==> src/rtl/vsched_pkg.sv <==
package vsched_pkg;
   // control word layout
   localparam int CTL_KIND_BIT = 31;    // 1 = release, 0 = request
   localparam int EXP_LSB      = 16;
   localparam int EXP_W        = 4;
   localparam int CNT_W        = 11;    // register count field [10:0]
   localparam int RSV_HI_LSB   = 20;    // bits [30:20] reserved
   localparam int RSV_LO_LSB   = 11;    // bits [15:11] reserved
   localparam int RSV_LO_MSB   = 15;
   localparam int WORD_W       = 32;

   typedef enum logic { INS_IDLE = 1'b0, INS_WAIT_OPND = 1'b1 } ins_state_e;
endpackage

==> src/rtl/vsched_alloc.sv <==
module vsched_alloc
   import vsched_pkg::*;
#(
   parameter int TOTAL_ELEMS = 1024,
   parameter int NUM_SLOTS   = 2,
   parameter int TID_W       = 2,
   localparam int ELEM_W     = $clog2(TOTAL_ELEMS + 1)
) (
   input  logic                 clk,
   input  logic                 rst_n,
   input  logic                 ctl_we,
   input  logic [WORD_W-1:0]    ctl_wdata,
   output logic [NUM_SLOTS-1:0] live_o,
   output logic                 rsp_valid,
   output logic                 rsp_grant,
   output logic [TID_W-1:0]     rsp_tid,
   output logic [EXP_W-1:0]     rsp_vl_exp,
   output logic [ELEM_W-1:0]    rsp_regs
);
   localparam int MAX_EXP = $clog2(TOTAL_ELEMS);

   if ((1 << MAX_EXP) != TOTAL_ELEMS) begin : g_chk_pow2
      $error("TOTAL_ELEMS must be a power of two");
   end
   if (NUM_SLOTS < 1 || NUM_SLOTS > (1 << TID_W)) begin : g_chk_slots
      $error("NUM_SLOTS must fit in the tag width");
   end
   if (MAX_EXP >= (1 << EXP_W)) begin : g_chk_exp
      $error("exponent field too narrow for TOTAL_ELEMS");
   end

   // field decode
   logic              is_rel;
   logic [EXP_W-1:0]  req_e;
   logic [CNT_W-1:0]  req_n;
   logic [TID_W-1:0]  rel_tid;
   logic              rsv_ok;
   assign is_rel  = ctl_wdata[CTL_KIND_BIT];
   assign req_e   = ctl_wdata[EXP_LSB +: EXP_W];
   assign req_n   = ctl_wdata[CNT_W-1:0];
   assign rel_tid = ctl_wdata[TID_W-1:0];
   assign rsv_ok  = ~|{ctl_wdata[CTL_KIND_BIT-1:RSV_HI_LSB],
                       ctl_wdata[RSV_LO_MSB:RSV_LO_LSB]};

   logic [ELEM_W-1:0] used_a [NUM_SLOTS];
   logic [EXP_W-1:0]  cur_e;
   logic [ELEM_W-1:0] free_elems;
   logic [TID_W-1:0]  pick;
   logic              have_slot;
   logic              any_live;
   logic              rel_hit;
   logic [31:0]       need;
   logic              ok;
   logic              take;
   logic [EXP_W-1:0]  rep_e;
   int unsigned       used_sum;

   always_comb begin
      used_sum  = 0;
      have_slot = 1'b0;
      pick      = '0;
      rel_hit   = 1'b0;
      for (int i = NUM_SLOTS - 1; i >= 0; i--) begin
         used_sum = used_sum + 32'(used_a[i]);
         if (!live_o[i]) begin
            have_slot = 1'b1;
            pick      = TID_W'(i);
         end
         if (32'(rel_tid) == i && live_o[i]) rel_hit = 1'b1;
      end
   end

   assign free_elems = ELEM_W'(TOTAL_ELEMS - used_sum);
   assign any_live   = |live_o;
   assign need       = 32'(req_n) << req_e;
   assign ok         = !is_rel && rsv_ok && (req_n != '0)
                       && (req_e <= EXP_W'(MAX_EXP)) && have_slot
                       && (!any_live || req_e == cur_e)
                       && (need <= 32'(free_elems));
   assign take       = ctl_we && ok;
   assign rep_e      = any_live ? cur_e : req_e;

   logic do_rel;
   assign do_rel = ctl_we && is_rel && rsv_ok && rel_hit;

   // one register set per thread slot
   for (genvar s = 0; s < NUM_SLOTS; s++) begin : g_slot
      logic              act_q;
      logic [ELEM_W-1:0] used_q;
      always_ff @(posedge clk or negedge rst_n) begin
         if (!rst_n) begin
            act_q  <= 1'b0;
            used_q <= '0;
         end else if (take && pick == TID_W'(s)) begin
            act_q  <= 1'b1;
            used_q <= need[ELEM_W-1:0];
         end else if (do_rel && rel_tid == TID_W'(s)) begin
            act_q  <= 1'b0;
            used_q <= '0;
         end
      end
      assign live_o[s] = act_q;
      assign used_a[s] = used_q;
   end

   always_ff @(posedge clk or negedge rst_n) begin
      if (!rst_n) begin
         cur_e      <= '0;
         rsp_valid  <= 1'b0;
         rsp_grant  <= 1'b0;
         rsp_tid    <= '0;
         rsp_vl_exp <= '0;
         rsp_regs   <= '0;
      end else begin
         if (take) cur_e <= req_e;
         rsp_valid <= ctl_we && !is_rel;
         if (ctl_we && !is_rel) begin
            rsp_grant  <= ok;
            rsp_tid    <= pick;
            rsp_vl_exp <= rep_e;
            rsp_regs   <= free_elems >> rep_e;
         end
      end
   end

   // accounted elements never exceed the register file
   assert_capacity_R11: assert property (@(posedge clk) disable iff (!rst_n)
      used_sum <= TOTAL_ELEMS);

   // a granted tag is live once the response is visible
   assert_grant_live_R2: assert property (@(posedge clk) disable iff (!rst_n)
      (rsp_valid && rsp_grant) |-> ((live_o >> rsp_tid) & 1'b1) == 1'b1);

   // a rejection leaves the slot table untouched
   assert_reject_keeps_R3: assert property (@(posedge clk) disable iff (!rst_n)
      (rsp_valid && !rsp_grant) |-> live_o == $past(live_o));
endmodule

==> src/rtl/vsched_pair.sv <==
module vsched_pair
   import vsched_pkg::*;
#(
   parameter int NUM_SLOTS = 2,
   parameter int TID_W     = 2
) (
   input  logic                 clk,
   input  logic                 rst_n,
   input  logic                 ins_we,
   input  logic [WORD_W-1:0]    ins_wdata,
   input  logic [NUM_SLOTS-1:0] live_i,
   output logic                 fwd_valid,
   output logic [TID_W-1:0]     fwd_tid,
   output logic [WORD_W-1:0]    fwd_insn,
   output logic [WORD_W-1:0]    fwd_opnd,
   output logic                 fwd_has_opnd,
   output logic                 bad_o
);
   localparam int OPND_BIT = WORD_W - 1 - TID_W;

   ins_state_e        st;
   logic [WORD_W-1:0] held_q;
   logic              held_drop_q;
   logic [TID_W-1:0]  in_tid;
   logic              known;

   assign in_tid = ins_wdata[WORD_W-1 -: TID_W];

   always_comb begin
      known = 1'b0;
      for (int i = 0; i < NUM_SLOTS; i++) begin
         if (32'(in_tid) == i && live_i[i]) known = 1'b1;
      end
   end

   assign bad_o = ins_we && (st == INS_IDLE) && !known;

   always_ff @(posedge clk or negedge rst_n) begin
      if (!rst_n) begin
         st           <= INS_IDLE;
         held_q       <= '0;
         held_drop_q  <= 1'b0;
         fwd_valid    <= 1'b0;
         fwd_tid      <= '0;
         fwd_insn     <= '0;
         fwd_opnd     <= '0;
         fwd_has_opnd <= 1'b0;
      end else begin
         fwd_valid <= 1'b0;
         if (ins_we) begin
            if (st == INS_WAIT_OPND) begin
               st <= INS_IDLE;
               if (!held_drop_q) begin
                  fwd_valid    <= 1'b1;
                  fwd_tid      <= held_q[WORD_W-1 -: TID_W];
                  fwd_insn     <= held_q;
                  fwd_opnd     <= ins_wdata;
                  fwd_has_opnd <= 1'b1;
               end
            end else if (ins_wdata[OPND_BIT]) begin
               st          <= INS_WAIT_OPND;
               held_q      <= ins_wdata;
               held_drop_q <= !known;
            end else if (known) begin
               fwd_valid    <= 1'b1;
               fwd_tid      <= in_tid;
               fwd_insn     <= ins_wdata;
               fwd_opnd     <= '0;
               fwd_has_opnd <= 1'b0;
            end
         end
      end
   end

   // a paired forward only follows a held first word
   assert_pair_after_hold_R8: assert property (@(posedge clk) disable iff (!rst_n)
      (fwd_valid && fwd_has_opnd) |-> $past(st) == INS_WAIT_OPND);

   // a single-word forward belongs to a thread live when it was written
   assert_single_owner_R9: assert property (@(posedge clk) disable iff (!rst_n)
      (fwd_valid && !fwd_has_opnd) |-> (($past(live_i) >> fwd_tid) & 1'b1) == 1'b1);
endmodule

==> src/rtl/vsched_top.sv <==
module vsched_top
   import vsched_pkg::*;
#(
   parameter int TOTAL_ELEMS = 1024,
   parameter int NUM_SLOTS   = 2,
   parameter int TID_W       = 2,
   localparam int ELEM_W     = $clog2(TOTAL_ELEMS + 1)
) (
   input  logic              clk,
   input  logic              rst_n,
   input  logic              ctl_we,
   input  logic [31:0]       ctl_wdata,
   input  logic              ins_we,
   input  logic [31:0]       ins_wdata,
   output logic              rsp_valid,
   output logic              rsp_grant,
   output logic [TID_W-1:0]  rsp_tid,
   output logic [3:0]        rsp_vl_exp,
   output logic [ELEM_W-1:0] rsp_regs,
   output logic              fwd_valid,
   output logic [TID_W-1:0]  fwd_tid,
   output logic [31:0]       fwd_insn,
   output logic [31:0]       fwd_opnd,
   output logic              fwd_has_opnd,
   output logic              err_sticky
);
   logic [NUM_SLOTS-1:0] live;
   logic                 bad;

   vsched_alloc #(
      .TOTAL_ELEMS(TOTAL_ELEMS), .NUM_SLOTS(NUM_SLOTS), .TID_W(TID_W)
   ) u_alloc (
      .clk(clk), .rst_n(rst_n), .ctl_we(ctl_we), .ctl_wdata(ctl_wdata),
      .live_o(live), .rsp_valid(rsp_valid), .rsp_grant(rsp_grant),
      .rsp_tid(rsp_tid), .rsp_vl_exp(rsp_vl_exp), .rsp_regs(rsp_regs)
   );

   vsched_pair #(.NUM_SLOTS(NUM_SLOTS), .TID_W(TID_W)) u_pair (
      .clk(clk), .rst_n(rst_n), .ins_we(ins_we), .ins_wdata(ins_wdata),
      .live_i(live), .fwd_valid(fwd_valid), .fwd_tid(fwd_tid),
      .fwd_insn(fwd_insn), .fwd_opnd(fwd_opnd), .fwd_has_opnd(fwd_has_opnd),
      .bad_o(bad)
   );

   always_ff @(posedge clk or negedge rst_n) begin
      if (!rst_n) err_sticky <= 1'b0;
      else if (bad) err_sticky <= 1'b1;
   end

   // the error flag never drops without reset
   assert_err_sticky_R10: assert property (@(posedge clk) disable iff (!rst_n)
      err_sticky |=> err_sticky);

   // the flag only rises after a word with a non-live tag
   assert_err_cause_R9: assert property (@(posedge clk) disable iff (!rst_n)
      $rose(err_sticky) |-> $past(ins_we));
endmodule

==> config.mk <==
export PLATFORM = sky130hd
export DESIGN_NAME = vsched_top
export DESIGN_NICKNAME = d
export VERILOG_FILES = /design/src/rtl/vsched_pkg.sv /design/src/rtl/vsched_alloc.sv /design/src/rtl/vsched_pair.sv /design/src/rtl/vsched_top.sv
export SDC_FILE = /design/constraint.sdc
export NUM_CORES = 1
export LEC_CHECK = 0
export ABC_AREA = 1
export BUFFER_PORTS_ARGS = -buffer_cell sky130_fd_sc_hd__clkbuf_2
export CORE_MARGIN = 2
export CORE_UTILIZATION = 51
export CTS_CLUSTER_SIZE = 10
export DETAILED_ROUTE_END_ITERATION = 10
export PLACE_DENSITY = 0.77
export SKIP_LAST_GASP = 1
export SLEW_MARGIN = 25
export SYNTH_ARGS = -nofsm -noshare
export SYNTH_HDL_FRONTEND = slang
export SYNTH_HIERARCHICAL = 1
export SYNTH_SLANG_ARGS = --single-unit
==> constraint.sdc <==
create_clock -name clk -period 3.45 [get_ports clk]
set_clock_uncertainty 0.2 [all_clocks]
set_input_delay 0.345 -clock clk [delete_from_list [all_inputs] [get_ports clk]]
set_output_delay 0.345 -clock clk [all_outputs]
set_load 0.005 [all_outputs]
==> summary.txt, run 1 <==
number of max-cap violations = 0
final worst-path cycle share = 105%
Final min period = 3.63 ns
worst reg2reg path endpoint = u_alloc/g_slot[1].used_q[7]
most frequent cells in the layout = 412 x nand2_1, 153 x clkbuf_2, 147 x dfrtp_1, 97 x inv_1, 88 x nand3_1
Reg2Reg Setup Slack = -0.18 ns
Tot Pwr = 5220 uW
clk sinks = 147
WL/cell = 14.4 um
initial core utilization = 52.2%
Avg Cell Area, Syn = 7.48 sq um
largest family of logic cells by synthesized area = simple AND/OR/NAND/NOR gates
worst-path maximum fanout = 5
antenna violations before repair = 0
CTS tree = yes
pin count of the biggest net entering global routing = 91
Pleak = 0.00587 uW
Worst-Skew Late Latency = 0.43 ns
GP Congestion = 0.914
Worst setup SP type = flop
post-synthesis compound-gate area fraction = 6.81%
syn nets = 1207
Post-Layout Cell Count = 1546
EDFF count, synth = 0
run status = finished with violations
HP Class = in -> reg
crit path to = u_alloc/g_slot[1].used_q[7]
ys async rst share = 100%
reg2reg path depth = 24
Top Ports = 156
count of final hold-check violations = 0
Slew Viols, Final = 0
register bit total from synthesis = 147
Slew Limit Headroom = 45.3%
post-synthesis cell type count = 37
IO buf count = 154
Max H-tree Level = 4
DRC violations left = 0
multiplexer share of the synthesized area = 0%
first-pass GRT wire length = 35900 um
post-synthesis xor/xnor area fraction = 0.846%
Mapped Cells = 1108
post-route cell area = 10900 sq um
setup TNS = -4.18 ns
Final ANT Viol Nets = 0
grt total ovfl = 0
sequential element share of the synthesized area = 44.4%
Die Y = 131 um
Die W = 131 um
GRT Total Usage = 25.1%
core region area = 15900 sq um
Ys Warns = 6
Pwr Density = 480 nW/um^2
crit path from = u_alloc/g_slot[1].used_q[1]
Pre-Repair DR Iteration Count = 7
antenna cells = 0
vias in the first global route = 7561
RR Startpoint = u_alloc/g_slot[1].used_q[1]
Final setup viols = 35
Final WS setup = -0.176 ns
Core Rows = 46
DP Cell Count = 1463
total number of vias = 8082
most common cell after layout, fill and taps aside = nand2_1
dpl cell area = 9340 sq um
Post-synth top flop = dfrtp_1
Synth Area in Adders = 4.77%
Total Routed Length = 22200 um
WP data arrival = 3.78 ns
Syn-to-layout area delta = 31.3%
die area = 17300 sq um
failing checks = negative setup slack
actual slew at the worst max-slew pin = 0.821 ns
Via density = 5.23
layout cell share with drive strength beyond 1 = 25.9%
clock tree buffer depth = 2
mapped cell area = 8290 sq um
hold-critical path depth = 3
Final HPWL DP = 14200 um
Req. time, crit path = 3.61 ns
root buf cell = clkbuf_16
total CTS buffers = 17
FMAX = 0.276 GHz
Worst VDD drop = 0.325 mV
Post-Synth Simple-Gate Area = 34.2%
Nets = 1417
CP Class = reg -> reg
Starting DRT DRC Count = 549
clock slew at reported path FFs = 0.06 ns
Crit. End Element = flop
RSZ-0062 raised after global routing = true
synthesized netlist by cell type, types with 2 or more instances:
cell type | count | share of area (%)
nand2_1 | 434 | 20
dfrtp_1 | 147 | 44
nand3_1 | 105 | 6.3
inv_1 | 103 | 4.7
o21ai_0 | 84 | 5.1
nor2_1 | 45 | 2.0
nand4_1 | 31 | 2.3
ha_1 | 30 | 4.5
buf_2 | 23 | 1.4
nand3_2 | 19 | 2.3
clkbuf_1 | 16 | 0.72
a21oi_1 | 11 | 0.66
buf_6 | 9 | 1.2
buf_4 | 7 | 0.63
xnor2_1 | 5 | 0.53
inv_2 | 4 | 0.18
a31oi_1 | 3 | 0.23
nor2_2 | 3 | 0.23
xor2_1 | 3 | 0.32
buf_1 | 2 | 0.091
nand2_2 | 2 | 0.15
nand3b_1 | 2 | 0.18
nand4_2 | 2 | 0.30
nor2_4 | 2 | 0.27
nor3_1 | 2 | 0.12
o21ai_2 | 2 | 0.21
or2_2 | 2 | 0.15
what timing repair did:
action	in CTS	in global routing
hold buffers	34	0
endpoints found under the setup margin	29	37
endpoints found under the hold margin	136	0
gates cloned	1	2
pin swaps	17	44
setup buffers	14	2
resized for setup	20	66
how the worst min path moves through the flow:
stage | from | endpoint | slack [ns]
global placement | u_pair/held_q[29] | u_pair/held_q[29] | 0.25
detailed placement | u_pair/fwd_insn[1] | u_pair/fwd_insn[1] | 0.26
floorplan | rst_n | err_sticky | -0.15
global route | ctl_wdata[17] | u_alloc/cur_e[1] | 0.17
CTS | ctl_wdata[17] | u_alloc/cur_e[1] | 0.13
finish | ctl_wdata[17] | u_alloc/cur_e[1] | 0.12
worst max-delay path, cell delays in order, from the launching register on:
cell       delay, ns
dfrtp_1         0.40
ha_1            0.29
inv_1           0.07
ha_2            0.19
inv_2           0.04
fa_2            0.33
nand3b_1        0.18
nand2_2         0.12
a21oi_2         0.08
inv_1           0.05
nand2_1         0.06
nand2_2         0.09
ha_4            0.20
a21o_1          0.16
nor2_1          0.10
nand2_1         0.06
nand2_1         0.05
nand2_1         0.06
nand2_1         0.08
nand2_2         0.09
a21oi_4         0.19
buf_12          0.16
clkbuf_16       0.14
nand4_1         0.08
nand2_1         0.10
layout make-up:
class | count | area (sq um)
sequential | 147 | 3680
timing repair buffer | 248 | 1690
tap | 216 | 270
inverter | 107 | 404
multi-input combinational | 797 | 4250
clock inverter | 10 | 126
clock buffer | 21 | 460
fill | 1273 | 5010
per-stage QoR:
stage,hold slack [ns],utilization [%],worst slack (ns)
6_report,0.124,68.5,-0.176
5_1_grt,0.171,68.5,-0.399
4_1_cts,0.127,66.0,-0.0933
3_5_place_dp,0.258,58.8,-0.172
3_3_place_gp,0.247,58.8,-0.118
2_1_floorplan,-0.151,-,0.0238
where the power goes:
group / switching, uW / internal (uW)
Clock: 718 / 1100
Sequential: 199 / 2080
Combinational: 641 / 480
cells by family (layout without fill, tap and decap cells):
logic type,after synthesis,after routing
DFF,147,147
other,1,1
and+or+nand+nor,651,651
adders and majority gates,31,31
AOI/OAI and AO/OA,106,106
xor gates and xnor gates,8,8
buffers and inverters,164,386
per-layer routing:
| layer | part of all wire (%) | track usage, % | wire [um] | up-vias |
|---|---|---|---|---|
| li1 | - | - | - | 3958 |
| met1 | 43 | 32.9 | 9450 | 3812 |
| met2 | 50 | 42.5 | 11100 | 275 |
| met3 | 5.4 | 4.44 | 1200 | 37 |
| met4 | 2.0 | 7.85 | 444 | 0 |
| met5 | 0 | 0 | 0 | - |
flip-flops by register name, indices dropped and copies added, names as in the netlist:
signal / cells
u_pair/fwd_opnd: 32
u_pair/held_q: 32
u_pair/fwd_insn: 30
u_alloc/g_slot.used_q: 22
u_alloc/rsp_regs: 11
u_alloc/cur_e: 4
u_alloc/rsp_vl_exp: 4
u_alloc/g_slot.act_q: 2
u_pair/fwd_tid: 2
err_sticky: 1
u_alloc/rsp_grant: 1
u_alloc/rsp_tid: 1
u_alloc/rsp_valid: 1
u_pair/fwd_has_opnd: 1
u_pair/fwd_valid: 1
u_pair/held_drop_q: 1
u_pair/st: 1
Note: power is estimated with default switching activity, not from simulation.
==> run 2: changes to the inputs <==
--- a/config.mk
+++ b/config.mk
@@ -7,11 +7,12 @@
 export LEC_CHECK = 0
 export ABC_AREA = 1
 export BUFFER_PORTS_ARGS = -buffer_cell sky130_fd_sc_hd__clkbuf_2
-export CORE_MARGIN = 2
+export CORE_MARGIN = 3
 export CORE_UTILIZATION = 51
 export CTS_CLUSTER_SIZE = 10
 export DETAILED_ROUTE_END_ITERATION = 10
-export PLACE_DENSITY = 0.77
+export PLACE_DENSITY_LB_ADDON = 0.1
+export RECOVER_POWER = 25
 export SKIP_LAST_GASP = 1
 export SLEW_MARGIN = 25
 export SYNTH_ARGS = -nofsm -noshare
==> run 2 against run 1 <==
Compared with the run above: the run still ends with negative setup slack left; count of clock-buffer cells in the layout shrank 3; final cell count shrank 0.58%; via count shrank 2.5%; critical path type unchanged; largest cell class unchanged; highest routed layer unchanged.
==> summary.txt, run 2 (synthesis results as in run 1) <==
layout cell share with drive strength beyond 1 = 23.3%
number of max-cap violations = 0
hold slack final = 0.243 ns
pin count of the biggest net entering global routing = 67
WP data arrival = 3.71 ns
HP Class = in -> reg
CP Class = reg -> reg
worst reg2reg path endpoint = u_alloc/g_slot[1].used_q[10]
antenna cells = 0
Worst-Skew Late Latency = 0.42 ns
Total Routed Length = 21600 um
IO buf count = 154
CTS tree = yes
WHS Endpoint = u_alloc/cur_e[1]
vias in the first global route = 7349
Slew Viols, Final = 0
Top delay family on crit path = simple AND/OR/NAND/NOR gates
slowest CP cell = dfrtp_1
clk sinks = 147
Final WS setup = -0.100 ns
Die Y = 133 um
Final setup viols = 25
FMAX = 0.282 GHz
Final min period = 3.55 ns
setup TNS = -1.14 ns
Final ANT Viol Nets = 0
actual slew at the worst max-slew pin = 1.39 ns
Slew Limit Headroom = 7.59%
clock slew at reported path FFs = 0.06 ns
Worst setup SP type = flop
hold-critical path depth = 3
antenna violations before repair = 0
Pre-Repair DR Iteration Count = 6
final worst-path cycle share = 103%
root buf cell = clkbuf_16
Core Rows = 45
GP Congestion = 0.906
Nets = 1412
Worst path most repeated cell = nand2_1
GRT Total Usage = 24.3%
Via density = 5.12
max incr delay on CP = 0.38 ns
RSZ-0062 raised after global routing = true
count of final hold-check violations = 0
RR Startpoint = u_alloc/g_slot[1].used_q[1]
Pleak = 0.00580 uW
Pwr Density = 495 nW/um^2
Starting DRT DRC Count = 605
hold path start = ctl_wdata[17]
failing checks = negative setup slack
Worst VDD drop = 0.337 mV
die area = 17800 sq um
WL/cell = 14.1 um
Top Ports = 156
Die W = 133 um
Worst Path Buf+Inv = 5
Max H-tree Level = 4
most frequent cells in the layout = 424 x nand2_1, 154 x clkbuf_2, 146 x dfrtp_1, 104 x nand3_1, 100 x inv_1
fillcell total = 1312
clock tree buffer depth = 2
Crit. End Element = flop
reg2reg path depth = 24
Req. time, crit path = 3.61 ns
initial core utilization = 53.3%
total number of vias = 7876
crit path cell chain = ha_1, inv_2, ha_4, inv_2, fa_2, nand3b_1, nand2_2, a21oi_2, inv_1, nand2_1, nand2_2, ha_4, a21o_1, nor2_1, nand2_1, nand2_1, nand2_1, nand2_1, nand2_2, a21oi_4, buf_6, clkbuf_16, nand4_1, nand2_1
biggest regs = u_pair/fwd_opnd: 32 flops, u_pair/held_q: 32 flops, u_pair/fwd_insn: 30 flops
total CTS buffers = 17
worst-path maximum fanout = 6
Final HPWL DP = 14500 um
run status = finished with violations
most common cell after layout, fill and taps aside = nand2_1
Syn-to-layout area delta = 28.3%
grt total ovfl = 0
first-pass GRT wire length = 35600 um
Reg2Reg Setup Slack = -0.10 ns
DRC violations left = 0
core region area = 15500 sq um
-- run 2: cell count changes in the layout (fill, tap and decap cells not counted), moves of 5 or more --
cell and change:
buf_6 -5, inv_6 +5, nand2_1 +12, nand2_2 -10, nand3_1 +16, nand3_2 -13
-- run 2: worst max-delay path by stage --
stage,end,from,cells after the start
2_1_floorplan,u_alloc/g_slot[1].used_q[10],u_alloc/g_slot[0].used_q[1],23
3_5_place_dp,u_alloc/g_slot[1].used_q[0],u_alloc/g_slot[0].used_q[1],23
3_3_place_gp,u_alloc/g_slot[1].used_q[1],u_alloc/g_slot[0].used_q[1],23
4_1_cts,u_alloc/g_slot[1].used_q[1],u_alloc/g_slot[0].used_q[1],23
5_1_grt,u_alloc/g_slot[1].used_q[10],u_alloc/g_slot[1].used_q[1],23
6_report,u_alloc/g_slot[1].used_q[10],u_alloc/g_slot[1].used_q[1],24
-- run 2: report_power, final --
| group | internal, uW | switching, uW |
|---|---|---|
| clock network | 1110 | 788 |
| registers | 2080 | 198 |
| logic | 475 | 617 |
-- run 2: through the flow --
stage | setup slack (ns) | total power [uW] | cell area [sq um] | instances | util [%]
detailed placement | -0.134 | 3360 | 9360 | 1457 | 60.2
CTS | -0.0553 | 5310 | 10400 | 1529 | 67.0
global route | -0.264 | 5590 | 10600 | 1537 | 68.4
global placement | -0.0779 | 3330 | 9360 | 1457 | 60.2
floorplan | 0.0238 | 2840 | 8290 | 1108 | -
finish | -0.100 | 5260 | 10600 | 1537 | 68.4
-- run 2: routing by layer --
layer  global-route usage (%)  wire length, um  vias up  part of all wire (%)
met5                        0                0        -                     0
met2                     41.1            10800      228                    50
met4                     7.49              426        0                   2.0
met1                     31.9             9400     3652                    43
li1                         -                -     3961                     -
met3                     4.49             1000       35                   4.6
-- run 2: timing repair --
item / 4_1_cts / 5_1_grt
setup buffers: 5 / 5
pin swaps: 8 / 36
hold endpoints to repair: 102 / 0
setup endpoints to repair: 28 / 29
cloned: 1 / 3
hold buffers: 34 / 0
gates resized for setup: 13 / 31
-- run 2: worst reg2reg max path, cell delays in order (launching register included) --
cell and delay [ns]:
dfrtp_1 0.38, ha_1 0.31, inv_2 0.08, ha_4 0.13
inv_2 0.03, fa_2 0.33, nand3b_1 0.20, nand2_2 0.14
a21oi_2 0.07, inv_1 0.05, nand2_1 0.06, nand2_2 0.10
ha_4 0.21, a21o_1 0.15, nor2_1 0.08, nand2_1 0.06
nand2_1 0.06, nand2_1 0.05, nand2_1 0.06, nand2_2 0.09
a21oi_4 0.18, buf_6 0.15, clkbuf_16 0.15, nand4_1 0.11
nand2_1 0.08
-- run 2: layout make-up --
type	instances	area [sq um]	area share, %
clock buffer	18	439	4.13
clock inverter	14	166	1.57
timing repair buffer	243	1620	15.2
tap	211	264	2.48
sequential	147	3680	34.6
multi-input combinational	797	4060	38.2
inverter	107	402	3.78
